File: src/rtl/bsu_pkg.sv
package bsu_pkg;

  typedef enum logic [3:0] {
    OP_STEP     = 4'd0,
    OP_BR_FLAG1 = 4'd1,
    OP_BR_FLAG0 = 4'd2,
    OP_BR_SGE   = 4'd3,
    OP_BR_SLT   = 4'd4,
    OP_BR_UGE   = 4'd5,
    OP_BR_ULT   = 4'd6,
    OP_JUMP     = 4'd7,
    OP_CALL     = 4'd8,
    OP_SKIP1    = 4'd9,
    OP_SKIP0    = 4'd10
  } bsu_op_e;

  typedef enum logic [2:0] {
    CLS_STEP,
    CLS_BRANCH,
    CLS_JUMP,
    CLS_CALL,
    CLS_SKIP
  } bsu_cls_e;

  // status byte bit positions
  localparam int unsigned ST_C = 0;
  localparam int unsigned ST_Z = 1;
  localparam int unsigned ST_N = 2;
  localparam int unsigned ST_V = 3;
  localparam int unsigned ST_S = 4;
  localparam int unsigned ST_H = 5;
  localparam int unsigned ST_T = 6;
  localparam int unsigned ST_I = 7;

  localparam int unsigned STATUS_W = 8;
  localparam int unsigned SEL_W    = $clog2(STATUS_W);
  localparam int unsigned CYC_W    = 2;

endpackage

File: src/rtl/bsu_cond.sv
module bsu_cond
  import bsu_pkg::*;
(
  input  logic [3:0]          op_kind,
  input  logic [SEL_W-1:0]    flag_sel,
  input  logic [STATUS_W-1:0] status,
  input  logic                test_bit,
  output bsu_cls_e            op_cls,
  output logic                cond_true
);

  logic [STATUS_W-1:0] sel_hot;
  logic                sel_flag;

  // one-hot decode of the selected status bit
  for (genvar g = 0; g < STATUS_W; g++) begin : g_sel
    assign sel_hot[g] = (flag_sel == SEL_W'(g));
  end
  assign sel_flag = |(sel_hot & status);

  always_comb begin
    op_cls    = CLS_STEP;
    cond_true = 1'b0;
    case (op_kind)
      OP_BR_FLAG1: begin op_cls = CLS_BRANCH; cond_true = sel_flag;                       end
      OP_BR_FLAG0: begin op_cls = CLS_BRANCH; cond_true = !sel_flag;                      end
      OP_BR_SGE:   begin op_cls = CLS_BRANCH; cond_true = !(status[ST_N] ^ status[ST_V]); end
      OP_BR_SLT:   begin op_cls = CLS_BRANCH; cond_true = status[ST_N] ^ status[ST_V];    end
      OP_BR_UGE:   begin op_cls = CLS_BRANCH; cond_true = !status[ST_C];                  end
      OP_BR_ULT:   begin op_cls = CLS_BRANCH; cond_true = status[ST_C];                   end
      OP_JUMP:     begin op_cls = CLS_JUMP;   cond_true = 1'b1;                           end
      OP_CALL:     begin op_cls = CLS_CALL;   cond_true = 1'b1;                           end
      OP_SKIP1:    begin op_cls = CLS_SKIP;   cond_true = test_bit;                       end
      OP_SKIP0:    begin op_cls = CLS_SKIP;   cond_true = !test_bit;                      end
      default:     begin op_cls = CLS_STEP;   cond_true = 1'b0;                           end
    endcase
  end

endmodule

File: src/rtl/bsu_target.sv
module bsu_target #(
  parameter int unsigned PC_W      = 16,
  parameter int unsigned OFF_W     = 12,
  parameter int unsigned BR_OFF_W  = 7,
  parameter int unsigned JMP_OFF_W = 12
) (
  input  logic [PC_W-1:0]  pc,
  input  logic [OFF_W-1:0] offset,
  output logic [PC_W-1:0]  br_target,
  output logic [PC_W-1:0]  jmp_target,
  output logic [PC_W-1:0]  pc_plus1,
  output logic [PC_W-1:0]  pc_plus2,
  output logic [PC_W-1:0]  pc_plus3
);

  logic [BR_OFF_W-1:0]  br_raw;
  logic [JMP_OFF_W-1:0] jmp_raw;
  logic [PC_W-1:0]      br_ext;
  logic [PC_W-1:0]      jmp_ext;

  assign br_raw  = offset[BR_OFF_W-1:0];
  assign jmp_raw = offset[JMP_OFF_W-1:0];

  // sign extension, or truncation when the PC is narrower than a field
  if (PC_W > BR_OFF_W) begin : g_br_ext
    assign br_ext = {{(PC_W-BR_OFF_W){br_raw[BR_OFF_W-1]}}, br_raw};
  end else begin : g_br_trunc
    assign br_ext = br_raw[PC_W-1:0];
  end

  if (PC_W > JMP_OFF_W) begin : g_jmp_ext
    assign jmp_ext = {{(PC_W-JMP_OFF_W){jmp_raw[JMP_OFF_W-1]}}, jmp_raw};
  end else begin : g_jmp_trunc
    assign jmp_ext = jmp_raw[PC_W-1:0];
  end

  assign pc_plus1   = pc + PC_W'(1);
  assign pc_plus2   = pc + PC_W'(2);
  assign pc_plus3   = pc + PC_W'(3);
  assign br_target  = pc_plus1 + br_ext;
  assign jmp_target = pc_plus1 + jmp_ext;

endmodule

File: src/rtl/bsu_branch_unit.sv
module bsu_branch_unit
  import bsu_pkg::*;
#(
  parameter int unsigned PC_W      = 16,
  parameter int unsigned OFF_W     = 12,
  parameter int unsigned BR_OFF_W  = 7,
  parameter int unsigned JMP_OFF_W = 12
) (
  input  logic                clk,
  input  logic                rst_n,
  input  logic                op_valid,
  input  logic [3:0]          op_kind,
  input  logic [PC_W-1:0]     pc,
  input  logic [OFF_W-1:0]    offset,
  input  logic [2:0]          flag_sel,
  input  logic [7:0]          status,
  input  logic                test_bit,
  input  logic                next_two_word,
  output logic                res_valid,
  output logic [PC_W-1:0]     next_pc,
  output logic [CYC_W-1:0]    cycles,
  output logic                taken
);

  // reset: asserted asynchronously, released through two flops
  logic rst_meta_q, rst_sync_n;

  always_ff @(posedge clk or negedge rst_n) begin
    if (!rst_n) begin
      rst_meta_q <= 1'b0;
      rst_sync_n <= 1'b0;
    end else begin
      rst_meta_q <= 1'b1;
      rst_sync_n <= rst_meta_q;
    end
  end

  bsu_cls_e        op_cls;
  logic            cond_true;
  logic [PC_W-1:0] br_target, jmp_target, pc_plus1, pc_plus2, pc_plus3;

  bsu_cond u_cond (
    .op_kind   (op_kind),
    .flag_sel  (flag_sel),
    .status    (status),
    .test_bit  (test_bit),
    .op_cls    (op_cls),
    .cond_true (cond_true)
  );

  bsu_target #(
    .PC_W      (PC_W),
    .OFF_W     (OFF_W),
    .BR_OFF_W  (BR_OFF_W),
    .JMP_OFF_W (JMP_OFF_W)
  ) u_target (
    .pc         (pc),
    .offset     (offset),
    .br_target  (br_target),
    .jmp_target (jmp_target),
    .pc_plus1   (pc_plus1),
    .pc_plus2   (pc_plus2),
    .pc_plus3   (pc_plus3)
  );

  logic [PC_W-1:0]  pc_d;
  logic [CYC_W-1:0] cyc_d;
  logic             taken_d;

  // next-state selection
  always_comb begin
    pc_d    = pc_plus1;
    cyc_d   = CYC_W'(1);
    taken_d = 1'b0;
    case (op_cls)
      CLS_BRANCH: begin
        if (cond_true) begin
          pc_d    = br_target;
          cyc_d   = CYC_W'(2);
          taken_d = 1'b1;
        end
      end
      CLS_JUMP: begin
        pc_d    = jmp_target;
        cyc_d   = CYC_W'(2);
        taken_d = 1'b1;
      end
      CLS_CALL: begin
        pc_d    = jmp_target;
        cyc_d   = CYC_W'(3);
        taken_d = 1'b1;
      end
      CLS_SKIP: begin
        if (cond_true) begin
          taken_d = 1'b1;
          if (next_two_word) begin
            pc_d  = pc_plus3;
            cyc_d = CYC_W'(3);
          end else begin
            pc_d  = pc_plus2;
            cyc_d = CYC_W'(2);
          end
        end
      end
      default: begin
        pc_d    = pc_plus1;
        cyc_d   = CYC_W'(1);
        taken_d = 1'b0;
      end
    endcase
  end

  // result registers, loaded only when a request is present
  always_ff @(posedge clk or negedge rst_sync_n) begin
    if (!rst_sync_n) begin
      res_valid <= 1'b0;
      next_pc   <= '0;
      cycles    <= '0;
      taken     <= 1'b0;
    end else begin
      res_valid <= op_valid;
      if (op_valid) begin
        next_pc <= pc_d;
        cycles  <= cyc_d;
        taken   <= taken_d;
      end
    end
  end

endmodule

File: config.mk
export PLATFORM = sky130hd
export DESIGN_NAME = bsu_branch_unit
export DESIGN_NICKNAME = d
export VERILOG_FILES = /design/src/rtl/bsu_pkg.sv /design/src/rtl/bsu_cond.sv /design/src/rtl/bsu_target.sv /design/src/rtl/bsu_branch_unit.sv
export SDC_FILE = /design/constraint.sdc
export NUM_CORES = 1
export LEC_CHECK = 0
export BUFFER_PORTS_ARGS = -buffer_cell sky130_fd_sc_hd__buf_4
export CAP_MARGIN = 15
export CORE_ASPECT_RATIO = 2
export CORE_UTILIZATION = 52
export DETAILED_ROUTE_END_ITERATION = 8
export PLACE_DENSITY = 0.74
export REMOVE_ABC_BUFFERS = 1
export SLEW_MARGIN = 25
export SYNTH_ARGS = -nofsm -noshare
export SYNTH_HDL_FRONTEND = slang
export SYNTH_HIERARCHICAL = 1
export SYNTH_SLANG_ARGS = --single-unit
File: constraint.sdc
create_clock -name clk -period 0.8 [get_ports clk]
set_clock_uncertainty 0.1 [all_clocks]
set_input_delay 0 -clock clk [delete_from_list [all_inputs] [get_ports clk]]
set_output_delay 0 -clock clk [all_outputs]
set_load 0.01 [all_outputs]
==> summary by stage, run 1 <==
Outcome
The run stopped with a tool error. Progress stopped at global routing. The first error in the log reads "[ERROR GRT-0116] Global routing finished with congestion. Check the congestion regions in the DRC Viewer".

Synthesis
After synthesis, the mean cell area works out to roughly 7.9 um2. The sequential area share after synthesis is 14.94%. Yosys attributes the largest share of cell area to dfrtp_1 15%, ha_1 9.8%, xor2_1 8.6%.

The prevailing post-synth register cell is dfrtp_1. The combinational family with the most area after synthesis is compound AO/OA/AOI/OAI gates. For this run, the number of Yosys warnings is 6. The adder-cell share of the synthesized area is 10.39%. Synthesis produced 469 cells. After Yosys synthesis, and, or, nand and nor cells account for 19.72% of the synthesized area. The fraction of registers with async set or reset after synthesis is between 90% and 100%. Summing every instance area after synthesis gives 3686 um2. In the synthesized netlist, mux cells make up 7.128% of the area. The number of enable-type register cells in the synthesized netlist is 0. The number of library cell types mapped by synthesis is 61. The area fraction in compound gates after synthesis is approximately 24%. The parity-gate share of the synthesized area counting xor and xnor cells is 15.68%. The flip-flop and latch count after synthesis is 22. The library cell occupying the most area in the post-synthesis netlist is dfrtp_1.

The portion of synthesized cell area occupied by the leading cell type is 14.94%.

GRT
Global routing used 72.08% of the available tracks across all layers. Entering global routing, the biggest net connects 22 pins. The total grt overflow is 40. The number of global-route vias before repair is about 6600.

The first global-routing pass estimated 39.14 mm of wire.

Clock network
Counting every sink on the clock net gives 22. The number of clock buffers inserted by TritonCTS is 3. The maximum clock insertion buffer count is 2. The tree is rooted in a clkbuf_16.

CTS built an H-tree with a depth of 1.

Placement
The number of cells after detailed placement is 727. The worst setup timing slack at the placement stage is -2.285 ns. Summed over all nets, the half-perimeter wirelength after detailed placement is 10.99 mm. The final weighted congestion in routability-driven placement is 0.9818. Input and output buffers added on the ports amount to 67.

Floorplanning
From left edge to right edge, the die measures about 62 um. The I/O pin count is 68. For this configuration, the core starts out at a cell density of 53.52%. The count of standard-cell rows is 43.

Measured along the y axis, the die boundary spans 121.1 um.
stage by stage:
stage / cell area (um2) / hold slack [ns]
2_1_floorplan: 3433 / -0.3956
3_3_place_gp: 5191 / -0.3176
4_1_cts: 6506 / 0.02737
3_5_place_dp: 5191 / -0.3169
cells by family after synthesis:
family | after synthesis
multiplexers | 21
adder cells (fa/ha/maj) | 30
flip-flops | 22
XOR/XNOR | 66
AO/OA/AOI/OAI | 126
buffers and inverters | 53
AND/OR/NAND/NOR | 150
other | 1
synthesized netlist by cell type, types with 7 or more instances:
master,number
nor2_1,53
nand2_1,46
xor2_1,36
xnor2_1,30
ha_1,29
a21oi_1,27
dfrtp_1,22
a221oi_1,18
a31oi_1,18
o211ai_1,18
mux2_2,16
buf_2,14
buf_4,14
nand3_1,12
o21ai_0,11
inv_1,10
clkbuf_1,9
nand4_1,7
repair_timing:
action	CTS
setup buffers	36
setup endpoints to repair	39
resized for setup	178
gates cloned	2
endpoints found under the hold margin	2
pin swaps	82
hold buffers	2
layer usage:
layer	GRT usage [%]	overflow
met1	69.38	0
met2	90.32	23
met3	55.01	1
met4	73.61	16
met5	3.361	0
==> inputs of run 2 (changes only) <==
Settings changed: CORE_ASPECT_RATIO 2 to default, CORE_UTILIZATION 52 to 40, PLACE_DENSITY 0.74 to default, PLACE_DENSITY_LB_ADDON from default to 0.15.
Clock period 0.8 ns to 1.05 ns, I/O delays scaled along.
==> summary by stage, run 2 <==
Synthesis
After synthesis, the mean cell area works out to 7.859 um2. The Yosys step of the flow raised 6 warnings. Among all cell types in the netlist, the one instantiated most often is nor2_1.

Summed over all instances, the cell type with the most area after synthesis is dfrtp_1. The fraction of registers with async set or reset after synthesis is 100.0%. Yosys mapped a number of flops with a built-in enable equal to 0. After synthesis the netlist holds a flip-flop and latch count of 22. The sequential area share after synthesis is between 10 and 15%. The synthesized cell area is 3686 um2. Counting every instance in the synthesized netlist gives between 400 and 500. By area the synthesized netlist is led by dfrtp_1 15%, ha_1 9.8%, xor2_1 8.6%.

The number of different library cells used by synthesis comes to 61. By count the netlist is led by 53 x nor2_1, 46 x nand2_1, 36 x xor2_1. Of the post-synthesis cell area, the dominant cell type holds around 15%. The prevailing post-synth register cell is dfrtp_1.

Placement
Routability-driven placement finished with a final weighted congestion of 0.9818. Port buffering added 67 buffers. The cell area after placement is 5174 um2. Detailed placement finished with a half-perimeter wire length of 9.906 mm. The number of cells after detailed placement is 743.

Timing
The final count of pins violating max slew is 0. The final setup slack of the worst path is -1.358 ns. For the finished layout, the period the worst path requires is 2.408 ns. The setup TNS is -19.92 ns. The number of failing setup endpoints in the final timing report is 19. Setup repair after global routing could not meet its margin everywhere.

Derived from the worst setup path, the maximum achievable clock frequency is 415.3 MHz. The count of final hold-check violations came to 0. In the finished design, the share of the clock period the worst path needs comes to 229.3%.

Pwr
The analysis attributes to cell leakage a power of ~2.8 nW. The power density of the placed cells is ~800 nW/um2. The completed layout was analyzed and its total power is a little over 5 mW. Per report_power, the clock group accounts for 10.9% of the total. The sequential fraction of design power is 20.7%.

The fraction of power spent switching nets is between 40% and 50%. For this design the total switching power over the nets is around 2.1 mW. The combinational share of power is around two thirds. The worst-case IR drop observed on VDD is 0.0003941 V.

The internal portion of the total power is 3.041 mW.

Setup path
The critical path in this run is classified as in -> reg. The startpoint class of the critical path is an input pin. The critical path capture point type is a register. Data on the critical path arrives at its endpoint at 2.46 ns. In this run the worst path has a maximum fanout of 4. Counting stages on the worst path, the most repeated cell is xnor2_1. Walking the worst path, the cells encountered are buf_8 > and4_4 > nand2_4 > nor2_4 > buf_6 > nand2_2 > xnor2_1 > buf_4 > ha_4 > a211oi_4 > nor2_1 > nor3_1 > a21oi_2 > xnor2_1 > a221oi_2 > a31oi_1. The largest incremental delay on the critical path is 0.32 ns. Data on the critical path is required at its endpoint by 1.10 ns.

Grouping stages by cell kind, the critical path spends the most delay in simple AND/OR/NAND/NOR gates. The critical path contains buffers and inverters numbering 3 combined. The cell with the biggest individual delay on the critical path is a221oi_2.

GRT
The number of global-route vias before repair is 4323. The number of antenna violations at the first check in global routing came to 0. The wire length of the first global-routing pass is 21.65 mm. After global routing the overflow that remains totals 0.

The total routing resource utilization after global routing is 28.13%. Entering global routing, the biggest net connects 22 pins.

Clock network
Clock latency on the worst-skew pair, taken at its later pin, is 0.27 ns. The clock tree from TritonCTS is built. In this run, CTS created clock tree buffers numbering 3. The tree is rooted in a clkbuf_8. After clock tree synthesis, the clock-pin slew on the worst setup and hold paths is roughly 0.09 ns. CTS built an H-tree with a depth of 1. The number of clock sinks seen by CTS is 22. Counting along the longest clock path gives a buffer depth of 2.

Outcome
The checks that failed: design-rule violations, negative setup slack. The flow ran to the end, but the final reports show violations.

Floorplanning
The die width is approximately 98 um. After floorplanning, the core was sized to cover 8806 um2. The floorplan die area is 9603 um2. The count of standard-cell rows is 34. 68 I/O pins were placed. The die is 98.00 um tall. For this configuration, the core starts out at a cell density of 41.86%.

Route
The number of antenna-violating nets in the routed design is 0. In the routed design, unresolved DRC markers number 7. The number of violations reported at the end of detailed-routing iteration 0 is 271. Wires add up to ~14 mm. The final route contains 4478 vias. Dividing the detail-routed wire length by the instance count gives 18.14 um. The first detailed-routing pass ran for 7 iterations. The routed via count divided by cell count is 5.741.

Layout
The largest registers in the layout are next_pc: 16 flops, cycles: 2 flops. next_pc holds more flip-flops than any other register. The final standard cell count with taps included and fillers excluded is 780. The antenna diode count is 0. The flip-flop count of the largest register, all copies and words added is 16. The leading cell type in the layout, fill and taps excluded is buf_4. At the end of the flow, the number of nets in the layout was 752.

After routing the design area is 6546 um2. The fraction of layout instances using a drive strength above 1 is 57.29%. Leaving out fill and tap cells, the most frequent cells in the layout are 203 x buf_4, 46 x nor2_1, 34 x nand2_1, 32 x xor2_1. The layout overhead on the synthesized area is 77.60%.

Run
The tool flagged a number of max-cap violations equal to 0.

Min path
The min-delay analysis places its worst path in the category in -> reg.
## run 2: cell counts after synthesis
Identical to the previous run, type by type.
## run 2: worst paths after layout
path	start	to	slack, ns	depth (start not counted)
worst max-delay path	pc[5]	next_pc[15]	-1.36	16
worst min-delay path	op_valid	res_valid	0.01	2
worst max register to register	next_pc[9]	next_pc[9]	0.20	2
worst min register to register	rst_sync_n	res_valid	0.11	1
max in group asynchronous	rst_n	rst_sync_n	0.24	3
min in group asynchronous	rst_sync_n	res_valid	0.11	1
## run 2: power groups by stage
stage	combinational, mW	sequential (mW)	clock, mW
after detailed placement	2.55	1.07	0
after global routing	3.73	1.07	0.605
after global placement	2.52	1.06	0
final	3.49	1.06	0.560
after CTS	3.10	1.05	0.559
after floorplan	1.23	1.11	0
## run 2: metal layers
| metal | GRT usage (%) | share of wire, % |
|---|---|---|
| met1 | 38.25 | 43 |
| met2 | 46.53 | 48 |
| met3 | 3.006 | 6.2 |
| met4 | 9.091 | 3.1 |
| met5 | 0 | 0 |
## run 2: final cells by class
cell class | count | area (um2)
clock buffer | 3 | 41.29
multi-input combinational | 394 | 3762
sequential | 22 | 550.5
tap | 108 | 135.1
inverter | 11 | 41.29
fill | 611 | 2260
timing repair buffer | 242 | 2016
## run 2: kinds of logic (layout without fill, tap and decap cells)
logic type               after synthesis  in the layout  share of synthesized area, %
AND/OR/NAND/NOR                      150            150                         19.72
AO/OA/AOI/OAI                        126            126                         24.07
XOR/XNOR                              66             66                         15.68
buffers and inverters                 53            256                         7.977
adder cells (fa/ha/maj)               30             30                         10.39
flip-flops                            22             22                         14.94
multiplexers                          21             21                         7.128
other                                  1              1                        0.1017
## run 2: timing repair
item	4_1_cts	5_1_grt
hold buffers	2	0
setup buffers	17	15
setup endpoints to repair	19	19
endpoints found under the hold margin	2	0
gates cloned	3	0
gates resized for setup	147	60
pin swaps	89	57
## run 2: through the flow
step	util [%]	setup slack [ns]	hold WS, ns
after detailed placement	58.75	-2.082	-0.3153
after global routing	74.34	-1.475	0.01183
after CTS	69.31	-1.330	0.01152
after global placement	58.75	-2.067	-0.3174
after floorplan	-	-1.995	-0.3956
final	74.34	-1.358	0.01346
(Power assumes the default switching activity.)
==> inputs of run 3 (changes only) <==
Settings changed: PLACE_DENSITY_LB_ADDON 0.15 to default, REMOVE_ABC_BUFFERS 1 to default.
==> summary by stage, run 3 (synthesized netlist as in run 2, its figures left out) <==
Outcome
The flow ran to the end, but the final reports show violations. The checks that failed: design-rule violations, negative setup slack.

Layout
Leaving out fill and tap cells, the most frequent cell in the layout is buf_4. next_pc holds more flip-flops than any other register. The area of all placed cells without fillers is 6553 um2. The core utilization of the finished layout is 74.41%. From synthesis to final layout, the design area changed by 77.77%. The antenna diode count is 0. The layout filler cell count is 624.

The area taken by flip-flops and latches is 550.5 um2. Leaving out fill and tap cells, the most frequent cells in the layout are 210 x buf_4, 45 x nor2_1, 37 x nand2_1, 32 x xor2_1, 25 x buf_6. The largest registers in the layout are next_pc: 16 flops, cycles: 2 flops. The register with the most flip-flops in the layout has 16 of them.

The number of nets in the finished design is 758. The area of combinational cells with multiple inputs is 3692 um2. In the final layout, the share of cells above drive strength 1 is 57.52%.

Placement
At the end of routability-driven placement, the weighted congestion stood at approximately 0.92. During placement, the flow inserted port buffers numbering 67. Detailed placement finished with a half-perimeter wire length of between 9 and 10 mm. The worst setup timing slack at the placement stage is -1.865 ns. The cell area after placement is 5411 um2.

GRT
The number of global-route vias before repair is between 4000 and 5000. The first global-routing pass estimated 20.67 mm of wire. The largest net degree at the start of global routing is 22. The total grt overflow is 0. The total routing resource utilization after global routing is a little over a quarter. The number of antenna violations at the first check in global routing is 0.

Route
The number of antenna-violating nets in the routed design is 0. The count of unresolved DRC violations after routing is 5. Dividing the detail-routed via count by the number of cells gives 5.669. After detailed routing, the total wire length is ~14 mm.

The total number of vias is 4456. The routed wirelength normalized by instance count is 17.68 um. The detailed router finished its first iteration with 202 violations. The first detailed-routing pass ran for 7 iterations.

Clock network
The cell at the root of the clock tree is clkbuf_8. Counting along the longest clock path gives a buffer depth of 2. The number of clock sinks seen by CTS is 22. The later pin in the worst-skew pair is clocked with a latency of 0.26 ns.

In this run the number of H-tree levels came out at 1. The number of clock buffers added by TritonCTS is 3. The clock tree from TritonCTS is built. Clock-pin slew was measured on the worst setup and hold paths at roughly 0.070 ns.

Floorplanning
The area of the core region is slightly below 9000 um2. The I/O pin count is 68. The floorplan die area is just under 10000 um2. The overall die height is 98.00 um.

In this run the horizontal extent of the chip is 98.00 um. Once the floorplan was initialized, standard cells occupied 41.86% of the core. The count of standard-cell rows is 34.

Timing
The final setup slack of the worst path is -1.416 ns. Setup repair after global routing could not meet its margin everywhere. The final critical delay including setup and external delays is 2.466 ns. The final count of pins violating max slew came to 0. Setup violations remaining at the end of the flow were counted as 19. The count of final hold-check violations is 0. The maximum clock frequency is 405.6 MHz. The share of the clock period used by the worst path after layout is 234.8%. The worst hold slack is 0.01746 ns.

Setup path
The internal reg-to-reg setup slack is 0.21 ns. The critical path starts at pc[0]. At the worst endpoint, the arrival time is 2.51 ns. The type of the worst setup path is in -> reg. STA classifies the critical path endpoint as a register. The startpoint class of the critical path is an input pin. The source of the worst register-to-register timing path is cycles[0]. STA puts the critical path data required time at 1.09 ns.

Along the worst path, the maximum fanout reaches 5.

Pwr
In this run the power density over the cells is 782.3 nW/um2. VDD sags by at most 0.0004777 V. The static leakage is 2.847 nW.

Min path
In this run the most critical hold path is launched from op_valid. The tightest min-delay check is of the in -> reg type.

Run
The number of max-cap violations is 0.

Synthesis
The post-synth net total is 547.
run 3: timing repair:
item | 4_1_cts | 5_1_grt
setup buffers | 26 | 17
hold endpoints to repair | 2 | 0
endpoints found under the setup margin | 19 | 19
gates resized for setup | 63 | 82
pin swaps | 34 | 73
gates cloned | 2 | 0
hold buffers | 2 | 0
run 3: power by group:
group / internal, mW / total (mW) / switching, mW
Clock: 0.256 / 0.521 / 0.264
Combinational: 1.88 / 3.56 / 1.69
Sequential: 0.966 / 1.04 / 0.0749
Total: 3.10 / 5.13 / 2.03
run 3: layout make-up:
type | count | share of cell area, %
multi-input combinational | 394 | 56.35
tap | 108 | 2.062
inverter | 11 | 0.7256
timing repair buffer | 248 | 31.83
clock buffer | 3 | 0.6301
sequential | 22 | 8.402
run 3: worst max-delay path: stages:
cell and delay [ns]:
buf_12 0.09, ha_4 0.20, nand3_4 0.11, xnor2_4 0.16
ha_4 0.30, o211ai_1 0.14, o211ai_2 0.30, buf_4 0.17
nand4_1 0.16, a41oi_1 0.29, o311ai_1 0.17, a221oi_2 0.29
a31oi_1 0.12
run 3: through the flow:
stage | power [mW] | setup TNS (ns) | std cells
floorplan | 2.726 | -20.08 | 469
global placement | 3.818 | -26.71 | 740
detailed placement | 3.853 | -27.30 | 740
CTS | 4.719 | -19.77 | 772
global route | 5.407 | -21.30 | 786
finish | 5.126 | -19.84 | 786
run 3: per-layer routing:
metal	vias to the layer above	routed length (um)	global-route usage [%]
met3	23	758	1.933
met2	160	6551	43.12
met5	-	0	0
met1	2144	6254	38.06
met4	0	333	8.508
li1	2129	-	-
run 3: final timing paths:
kind,end,cells past startpoint
worst max-delay path,next_pc[13],13
max in group asynchronous,rst_sync_n,3
worst min register to register,next_pc[4],1
worst min-delay path,res_valid,2
min in group asynchronous,next_pc[4],1
worst max register to register,cycles[0],1
